File: config.mk
export PLATFORM = sky130hd
export DESIGN_NAME = host_port_slave
export DESIGN_NICKNAME = d
export VERILOG_FILES = /design/src/rtl/hps_pkg.sv /design/src/rtl/hps_front.sv /design/src/rtl/hps_core.sv /design/src/rtl/host_port_slave.sv
export SDC_FILE = /design/constraint.sdc
export NUM_CORES = 1
export LEC_CHECK = 0
export CAP_MARGIN = 20
export CORE_UTILIZATION = 35
export CTS_CLUSTER_DIAMETER = 50
export DETAILED_ROUTE_END_ITERATION = 8
export DONT_BUFFER_PORTS = 1
export GPL_ROUTABILITY_DRIVEN = 0
export PLACE_DENSITY = 0.5
export SLEW_MARGIN = 20
export SYNTH_ARGS = -nofsm -noshare
export SYNTH_HDL_FRONTEND = slang
export SYNTH_HIERARCHICAL = 1
export SYNTH_SLANG_ARGS = --single-unit
export TNS_END_PERCENT = 30
File: constraint.sdc
create_clock -name clk -period 6 [get_ports clk]
set_clock_uncertainty 0.05 [all_clocks]
set_input_delay 1.2 -clock clk [delete_from_list [all_inputs] [get_ports clk]]
set_output_delay 1.2 -clock clk [all_outputs]
set_load 0.1 [all_outputs]
File: src/rtl/hps_pkg.sv
package hps_pkg;

    // Register select codes seen on the host port
    typedef enum logic [1:0] {
        RS_CTRL     = 2'b00,
        RS_DATA_INC = 2'b01,
        RS_ADDR     = 2'b10,
        RS_DATA     = 2'b11
    } regsel_e;

    // Captured select signals of one host access
    typedef struct packed {
        regsel_e rs;
        logic    rnw;
        logic    hw;
    } hsel_t;

    // Internal memory engine state
    typedef enum logic [1:0] {
        EN_IDLE,
        EN_FETCH,
        EN_WRITE,
        EN_PREF
    } eng_e;

    function automatic logic sel_is_data(regsel_e r);
        return r[0];
    endfunction

    function automatic logic sel_is_inc(regsel_e r);
        return r == RS_DATA_INC;
    endfunction

endpackage

File: src/rtl/hps_front.sv
module hps_front
    import hps_pkg::*;
(
    input  logic  clk,
    input  logic  rst,
    input  logic  cs_n,
    input  logic  ds_a_n,
    input  logic  ds_b_n,
    input  hsel_t sel_in,
    output logic  strobe_n,
    output logic  acc_fall,
    output logic  acc_rise,
    output hsel_t sel_cur
);

    logic  strobe_q;
    hsel_t sel_cap;

    // Strobe is active only with chip select low and the two data strobes differing
    assign strobe_n = cs_n | ~(ds_a_n ^ ds_b_n);

    always_ff @(posedge clk) begin
        if (rst) begin
            strobe_q <= 1'b1;
            sel_cap  <= '0;
        end else begin
            strobe_q <= strobe_n;
            if (acc_fall) begin
                sel_cap <= sel_in;
            end
        end
    end

    assign acc_fall = strobe_q & ~strobe_n;
    assign acc_rise = ~strobe_q & strobe_n;
    // In the fall cycle the live pins are used, afterwards the captured copy
    assign sel_cur  = acc_fall ? sel_in : sel_cap;

    // the selection seen by the core does not move while the strobe stays low
    assert_sel_hold_R2: assert property (@(posedge clk) disable iff (rst)
        (!strobe_n && !acc_fall) |-> $stable(sel_cur));

endmodule

File: src/rtl/hps_core.sv
module hps_core
    import hps_pkg::*;
#(
    parameter int HALF_W    = 16,
    parameter int ADDR_STEP = 4
) (
    input  logic                  clk,
    input  logic                  rst,
    input  logic                  cs_n,
    input  logic                  strobe_n,
    input  logic                  acc_fall,
    input  logic                  acc_rise,
    input  hsel_t                 sel_cur,
    input  logic [HALF_W-1:0]     hd_in,
    output logic [HALF_W-1:0]     hd_out,
    output logic                  hd_oe,
    output logic                  not_ready,
    output logic                  mem_req,
    output logic                  mem_we,
    output logic [2*HALF_W-1:0]   mem_addr,
    output logic [2*HALF_W-1:0]   mem_wdata,
    input  logic                  mem_ack,
    input  logic [2*HALF_W-1:0]   mem_rdata
);

    localparam int WORD_W = 2 * HALF_W;
    localparam logic [WORD_W-1:0] STEP_W = WORD_W'(ADDR_STEP);

    function automatic logic [WORD_W-1:0] put_half(logic [WORD_W-1:0] w, logic hi,
                                                   logic [HALF_W-1:0] h);
        logic [WORD_W-1:0] r;
        r = w;
        if (hi) r[WORD_W-1:HALF_W] = h;
        else    r[HALF_W-1:0]      = h;
        return r;
    endfunction

    function automatic logic [HALF_W-1:0] get_half(logic [WORD_W-1:0] w, logic hi);
        return hi ? w[WORD_W-1:HALF_W] : w[HALF_W-1:0];
    endfunction

    logic [WORD_W-1:0] ctrl_r, addr_r, data_r, src_w;
    logic              pref_ok, inc_pend, busy;
    logic              start_fetch, wr_done, rd_tail;
    eng_e              eng;

    assign busy = (eng != EN_IDLE);

    // Low-half data read needs a fetch unless a prefetched word is waiting
    assign start_fetch = acc_fall & sel_cur.rnw & sel_is_data(sel_cur.rs) & ~sel_cur.hw
                       & ~(sel_is_inc(sel_cur.rs) & pref_ok);
    assign wr_done = acc_rise & ~sel_cur.rnw;
    assign rd_tail = acc_rise & sel_cur.rnw & sel_cur.hw & sel_is_inc(sel_cur.rs);

    always_comb begin
        case (sel_cur.rs)
            RS_CTRL: src_w = ctrl_r;
            RS_ADDR: src_w = addr_r;
            default: src_w = data_r;
        endcase
    end

    assign hd_out    = get_half(src_w, sel_cur.hw);
    assign hd_oe     = ~strobe_n & sel_cur.rnw;
    assign not_ready = ~cs_n & (busy | start_fetch);
    assign mem_req   = busy;
    assign mem_we    = (eng == EN_WRITE);
    assign mem_addr  = addr_r;
    assign mem_wdata = data_r;

    always_ff @(posedge clk) begin
        if (rst) begin
            ctrl_r   <= '0;
            addr_r   <= '0;
            data_r   <= '0;
            pref_ok  <= 1'b0;
            inc_pend <= 1'b0;
            eng      <= EN_IDLE;
        end else begin
            case (eng)
                EN_IDLE: begin
                    if (start_fetch) begin
                        eng <= EN_FETCH;
                    end
                    if (wr_done) begin
                        case (sel_cur.rs)
                            RS_CTRL: ctrl_r <= put_half(ctrl_r, sel_cur.hw, hd_in);
                            RS_ADDR: begin
                                addr_r  <= put_half(addr_r, sel_cur.hw, hd_in);
                                pref_ok <= 1'b0;
                            end
                            default: begin
                                data_r <= put_half(data_r, sel_cur.hw, hd_in);
                                if (sel_cur.hw) begin
                                    eng      <= EN_WRITE;
                                    inc_pend <= sel_is_inc(sel_cur.rs);
                                    pref_ok  <= 1'b0;
                                end
                            end
                        endcase
                    end
                    if (rd_tail) begin
                        addr_r <= addr_r + STEP_W;
                        eng    <= EN_PREF;
                    end
                end
                EN_FETCH, EN_PREF: begin
                    if (mem_ack) begin
                        data_r  <= mem_rdata;
                        pref_ok <= (eng == EN_PREF);
                        eng     <= EN_IDLE;
                    end
                end
                EN_WRITE: begin
                    if (mem_ack) begin
                        eng <= EN_IDLE;
                        if (inc_pend) begin
                            addr_r <= addr_r + STEP_W;
                        end
                    end
                end
                default: eng <= EN_IDLE;
            endcase
        end
    end

    // a low-half data read fetch becomes a memory read request next cycle
    assert_fetch_issue_R5: assert property (@(posedge clk) disable iff (rst)
        (start_fetch && !busy) |=> (mem_req && !mem_we));

    // the high-half data write becomes a memory write request next cycle
    assert_write_issue_R6: assert property (@(posedge clk) disable iff (rst)
        (!busy && wr_done && sel_is_data(sel_cur.rs) && sel_cur.hw) |=> (mem_req && mem_we));

    // an acknowledged autoincrement write moves the address by one step
    assert_wr_inc_R7: assert property (@(posedge clk) disable iff (rst)
        (mem_req && mem_we && mem_ack && inc_pend) |=> (mem_addr == $past(mem_addr) + STEP_W));

    // control and address accesses never start a memory transfer
    assert_regacc_quiet_R8: assert property (@(posedge clk) disable iff (rst)
        (!busy && (acc_fall || acc_rise) && !sel_is_data(sel_cur.rs)) |=> !mem_req);

    // an outstanding transfer shows as not ready at the chip select fall
    assert_busy_cs_R9: assert property (@(posedge clk) disable iff (rst)
        ($fell(cs_n) && mem_req) |-> not_ready);

    // a pending memory request keeps its address, direction and data
    assert_port_hold_R11: assert property (@(posedge clk) disable iff (rst)
        (mem_req && !mem_ack) |=> (mem_req && $stable(mem_addr) && $stable(mem_we)
                                   && $stable(mem_wdata)));

endmodule

File: src/rtl/host_port_slave.sv
module host_port_slave
    import hps_pkg::*;
#(
    parameter int HALF_W    = 16,
    parameter int ADDR_STEP = 4
) (
    input  logic                clk,
    input  logic                rst,
    input  logic                cs_n,
    input  logic                dstb_a_n,
    input  logic                dstb_b_n,
    input  logic [1:0]          reg_sel,
    input  logic                rd_wr_n,
    input  logic                half_sel,
    input  logic [HALF_W-1:0]   hd_in,
    output logic [HALF_W-1:0]   hd_out,
    output logic                hd_oe,
    output logic                not_ready,
    output logic                mem_req,
    output logic                mem_we,
    output logic [2*HALF_W-1:0] mem_addr,
    output logic [2*HALF_W-1:0] mem_wdata,
    input  logic                mem_ack,
    input  logic [2*HALF_W-1:0] mem_rdata
);

    hsel_t sel_in, sel_cur;
    logic  strobe_n, acc_fall, acc_rise;

    assign sel_in = '{rs: regsel_e'(reg_sel), rnw: rd_wr_n, hw: half_sel};

    hps_front u_front (
        .clk      (clk),
        .rst      (rst),
        .cs_n     (cs_n),
        .ds_a_n   (dstb_a_n),
        .ds_b_n   (dstb_b_n),
        .sel_in   (sel_in),
        .strobe_n (strobe_n),
        .acc_fall (acc_fall),
        .acc_rise (acc_rise),
        .sel_cur  (sel_cur)
    );

    hps_core #(
        .HALF_W    (HALF_W),
        .ADDR_STEP (ADDR_STEP)
    ) u_core (
        .clk       (clk),
        .rst       (rst),
        .cs_n      (cs_n),
        .strobe_n  (strobe_n),
        .acc_fall  (acc_fall),
        .acc_rise  (acc_rise),
        .sel_cur   (sel_cur),
        .hd_in     (hd_in),
        .hd_out    (hd_out),
        .hd_oe     (hd_oe),
        .not_ready (not_ready),
        .mem_req   (mem_req),
        .mem_we    (mem_we),
        .mem_addr  (mem_addr),
        .mem_wdata (mem_wdata),
        .mem_ack   (mem_ack),
        .mem_rdata (mem_rdata)
    );

endmodule

# Word level (Yosys, flattened, before mapping)
# Cells that the tools add are included.
dict set report op_classes {
  addsub 1
  n_eq_ne 19
  n_bitwise 24
  muxes 27
  n_reduce_logical 16
}
# cell count
set ops {}
lappend ops {{$mux 32} 8}
lappend ops {{$pmux 32 s2} 3}
lappend ops {{$mux 16} 3}
lappend ops {{$add 32x3->32 const B} 1}
lappend ops {{$reduce_and 5->1} 3}
lappend ops {{$and 1x1->1} 13}
lappend ops {{$mux 2} 6}
lappend ops {{$ne 3x1->1 const B} 4}
lappend ops {{$reduce_and 4->1} 3}
lappend ops {{$reduce_and 6->1} 2}
lappend ops {{$ne 2x1->1 const B} 5}
lappend ops {{$ne 2x2->1 const B} 4}
lappend ops {{$not 1->1} 8}
lappend ops {{$eq 2x2->1 const B} 3}
lappend ops {{$reduce_bool 2->1} 3}
lappend ops {{$eq 2x1->1 const B} 2}
lappend ops {{$logic_not 2->1} 2}
lappend ops {{$mux 4} 1}
lappend ops {{$pmux 1 s2} 2}
lappend ops {{$pmux 2 s2} 1}
lappend ops {{$reduce_or 2->1} 2}
lappend ops {{$mux 1} 3}
lappend ops {{$ne 3x3->1 const B} 1}
lappend ops {{$reduce_or 3->1} 1}
lappend ops {{other kinds (2)} 3}
dict set report word_totals {
  word_cells 100
  inputBits 58
  output_inout_bits 84
  reg_bits 105
}

# Longest topological paths before layout
dict set report logic_depth {
  word_depth 16
  ltp_mapped 11
  mapped_depth_nobuf 8
}

# Modules after synthesis
# The synthesis kept the hierarchy.
# module seq_area_each_um2 instances cells_each area_per_inst_um2
set modules_own_cells {}
lappend modules_own_cells {hps_core 2001.9 1 627 5494.0}
lappend modules_own_cells {hps_front 100.1 1 28 301.5}

# Worst setup path before layout
# Ideal clock, no wire load.
dict set report synth_path {
  kind {input -> output}
  from {in dstb_a_n}
  to {out hd_out[6]}
  arrival_ps 3659
  path_buffers 3
  slack_ps 1091
  t_required_ps 4750
  cell_stages 8
  cell_sequence {xnor2_1 -> nor3b_2 -> buf_6 -> mux2_4 -> clkbuf_1 -> clkbuf_1 -> mux2_2 -> mux4_2}
}
# element line
set synth_rtl {}
lappend synth_rtl {{start: declaration} host_port_slave.sv:10} ;# input logic dstb_a_n,
lappend synth_rtl {{end: declaration} host_port_slave.sv:16} ;# output logic [HALF_W-1:0] hd_out,

==> summary.txt <==
Finish
  • Cell area after layout: around 0.0064 mm2
  • Most common cell after layout, fill and taps aside: dfxtp_1
  • Layout cells sized above 1: 18.04%
  • Multi-input logic area: 0.003442 mm2
  • # diodes: 0
  • Final net count: approximately 710
  • Fin util: 40.11%
  • Area grow syn2layout: 10.73%
  • FF/Latch Area: 0.002103 mm2
  • Most frequent cells in the layout: 104 x dfxtp_1, 91 x nor2_1, 61 x a21oi_1
  • Non-Filler Instances: 870
  • Fill count: 1632

STA
  • Slew headroom: a little over a fifth
  • Setup ws final: approximately 1.3 ns
  • Final Critical Period: 4.718 ns
  • RSZ-0062 raised after global routing: no
  • Fmax: 211.9 MHz
  • Period utilization: between 70% and 80%
  • Worst hold margin: ~0.43 ns
  • Setup violations, final: 0
  • Final Hold Viols: 0
  • Worst-Margin Slew: 1.180 ns
  • Final TNS setup: 0 ns
  • Final Max Slew Viols: 0

CTS
  • Cts hold-fix bufs: 0
  • Post-CTS setup buffers: 0
  • Num CTS Buffers: 9
  • Worst-path clk slew: 0.07 ns
  • Worst-Skew Late Latency: 0.35 ns
  • Quantity of gates resized following cts: 0
  • Root buf cell: clkbuf_16
  • H-tree depth: 3
  • CTS tree: built
  • Clk sinks: 105
  • Clock buffer depth: 2

Worst setup path
  • Slowest stage cell on the critical path: mux4_2
  • Worst setup SP type: input port
  • Reg-to-reg startpoint: u_front/strobe_q
  • Worst Path Arrival: 3.47 ns
  • CP delay by family, top: multiplexers
  • Reg2reg end: u_core/mem_addr[25]
  • Setup CP Type: input port to primary output
  • Worst path buffer plus inverter count: 1
  • CP required: about 4.8 ns
  • Reg2reg setup slack: 2.81 ns
  • CP Max Fanout: 39
  • Worst path max stage delay: 0.74 ns
  • Ordered list of cells on the worst path: xnor2_1 -> nor3b_2 -> buf_4 -> mux2_4 -> mux2_2 -> mux4_2
  • CP Capture Type: primary output
  • Path depth of the worst reg2reg path: 8

Floorplanning
  • Die Y: 130.7 um
  • # rows: 46
  • Io pins: 142
  • Initial Utilization: 36.22%
  • Core ar.: approximately 0.016 mm2
  • Die area: 0.01708 mm2
  • Die W: 130.7 um

Global routing
  • First-pass GRT wire length: ~28000 um
  • Grt ovf: 0
  • Largest net degree at the start of global routing: 101
  • Global Route met1 Usage: between 30% and 40%
  • M3 GR Usage: 3.950%
  • Top Usage Layer GRT: met1
  • Via count of the first global-routing pass: between 4000 and 5000
  • Initial antenna violation count: 0
  • GR Util met2: 31.53%
  • Gr usage total: about 22%

Routing
  • First-pass detailed-route iteration total: 5
  • DR vias: 5131
  • Post-Route WL: 18660 um
  • Post-DR vias/cell: about 6
  • Starting DRT DRC Count: 342
  • Drt wl/cell: 21.45 um
  • DRC Markers: 0
  • Antenna Nets Post-Route: 0

Hold path
  • HP Start: u_front/sel_cap[3]
  • Hold endpoint: u_front/sel_cap[3]
  • Hold path cells: 2
  • Hold Path Class: flop to flop

Synth
  • Post-synthesis cell count: 655
  • Mapped cell area: approximately 0.0058 mm2
  • Syn Area/Cell: 8.848 um2
  • Sequential area share after synthesis: 36.27%
  • Synth Register Bits: 105
  • Synth warn: 6
  • Post-synthesis net count: 714
  • Post-synth EDFFs: 0
  • Unique masters post-synth: 59
  • Synth Flop Type: dfxtp_1
  • FFs w/ async S/R, synth: 0%

Flow run
  • Max cap viols: 0

Outcome
  • Outcome: finished, final reports clean

Placed design
  • Worst slack, placed: 1.295 ns
  • Area after DPL: between 0.006 and 0.007 mm2
  • Final HPWL DP: approximately 13000 um
  • Port Buffers: 0
  • Placed cells: 854

Pwr
  • Power Dens Cells: 237.3 mW/mm2
  • Leak: approximately 2.3 nW
  • Final Power: between 1.5 and 2 mW
  • Peak supply drop: 0.1228 mV
-- worst register-to-register path, delay by kind of cell (launching register included) --
kind                   cells  cell delay, ns
multiplexers               1            0.52
buffers and inverters      2            0.54
AO/OA/AOI/OAI              3            1.17
flip-flops                 1            0.33
AND/OR/NAND/NOR            2            0.47
-- routing by layer --
layer,up-vias,share of wire (%)
li1,2397,-
met1,2512,47
met2,205,43
met3,17,8.3
met4,0,1.6
met5,-,0
-- cells by family (layout without fill, tap and decap cells) --
kind of cell | Yosys count | in the layout | synth area share, %
and+or+nand+nor | 215 | 215 | 18.33
buffers and inverters | 61 | 60 | 4.685
DFF | 105 | 105 | 36.27
xor gates and xnor gates | 1 | 1 | 0.1512
adders and majority gates | 1 | 1 | 0.2159
AOI/OAI and AO/OA | 183 | 183 | 20.49
muxes | 89 | 89 | 19.86
-- registers in the layout (all words and copies together) (netlist names) --
name,flops
u_front/sel_cap,4
u_core/mem_addr,32
u_core/eng,2
u_core/mem_wdata,32
u_core/pref_ok,1
u_core/ctrl_r,32
u_core/inc_pend,1
u_front/strobe_q,1
-- synthesized netlist by cell type (all sizes together), types with 2 or more instances --
| cell type | count | area (um2) |
|---|---|---|
| o221a | 3 | 33.78 |
| inv | 7 | 26.28 |
| clkbuf | 42 | 157.7 |
| nor2 | 91 | 341.6 |
| nor4 | 4 | 40.04 |
| o31ai | 7 | 52.55 |
| nor2b | 18 | 112.6 |
| nor4b | 2 | 17.52 |
| a31oi | 5 | 31.28 |
| and2 | 10 | 62.56 |
| a21oi | 61 | 305.3 |
| mux4 | 16 | 360.4 |
| a21o | 6 | 45.04 |
| nor3 | 5 | 25.02 |
| or3 | 3 | 20.02 |
| and3 | 10 | 62.56 |
| nand2b | 11 | 68.82 |
| mux2 | 36 | 420.4 |
| a311oi | 2 | 17.52 |
| a211oi | 39 | 292.8 |
| mux2i | 37 | 370.4 |
| nand4 | 9 | 56.30 |
| dfxtp | 105 | 2102 |
| a32o | 5 | 50.05 |
| a41o | 3 | 30.03 |
| o21a | 5 | 37.54 |
| nand2 | 31 | 116.4 |
| o32ai | 2 | 17.52 |
| nand3 | 14 | 70.07 |
| nand3b | 2 | 15.01 |
| o21ai | 31 | 155.1 |
| o211ai | 2 | 15.01 |
| buf | 12 | 87.58 |
| nor3b | 2 | 20.02 |
-- worst max-delay path by stage --
stage	startpoint	end	slack, ns	cells after the start
floorplan	dstb_a_n	hd_out[6]	1.09	8
global placement	dstb_b_n	hd_out[9]	1.36	6
detailed placement	dstb_b_n	hd_out[0]	1.30	6
CTS	dstb_b_n	hd_out[0]	1.30	6
global route	dstb_b_n	hd_out[6]	1.19	6
finish	dstb_b_n	hd_out[7]	1.28	6
-- report_power, final --
part	total, mW	leakage (nW)	internal (mW)	switching, mW
Combinational	0.173	1.36	0.0592	0.114
Sequential	0.745	0.848	0.709	0.0366
Clock	0.604	0.142	0.334	0.270
-- layout make-up --
type                       instances  share of cell area, %
multi-input combinational        489                  53.64
sequential                       105                  32.77
timing repair buffer              37                  4.328
tap                              216                  4.211
clock buffer                      11                  3.782
clock inverter                     5                 0.8579
inverter                           7                 0.4094
(Power assumes the default switching activity.)
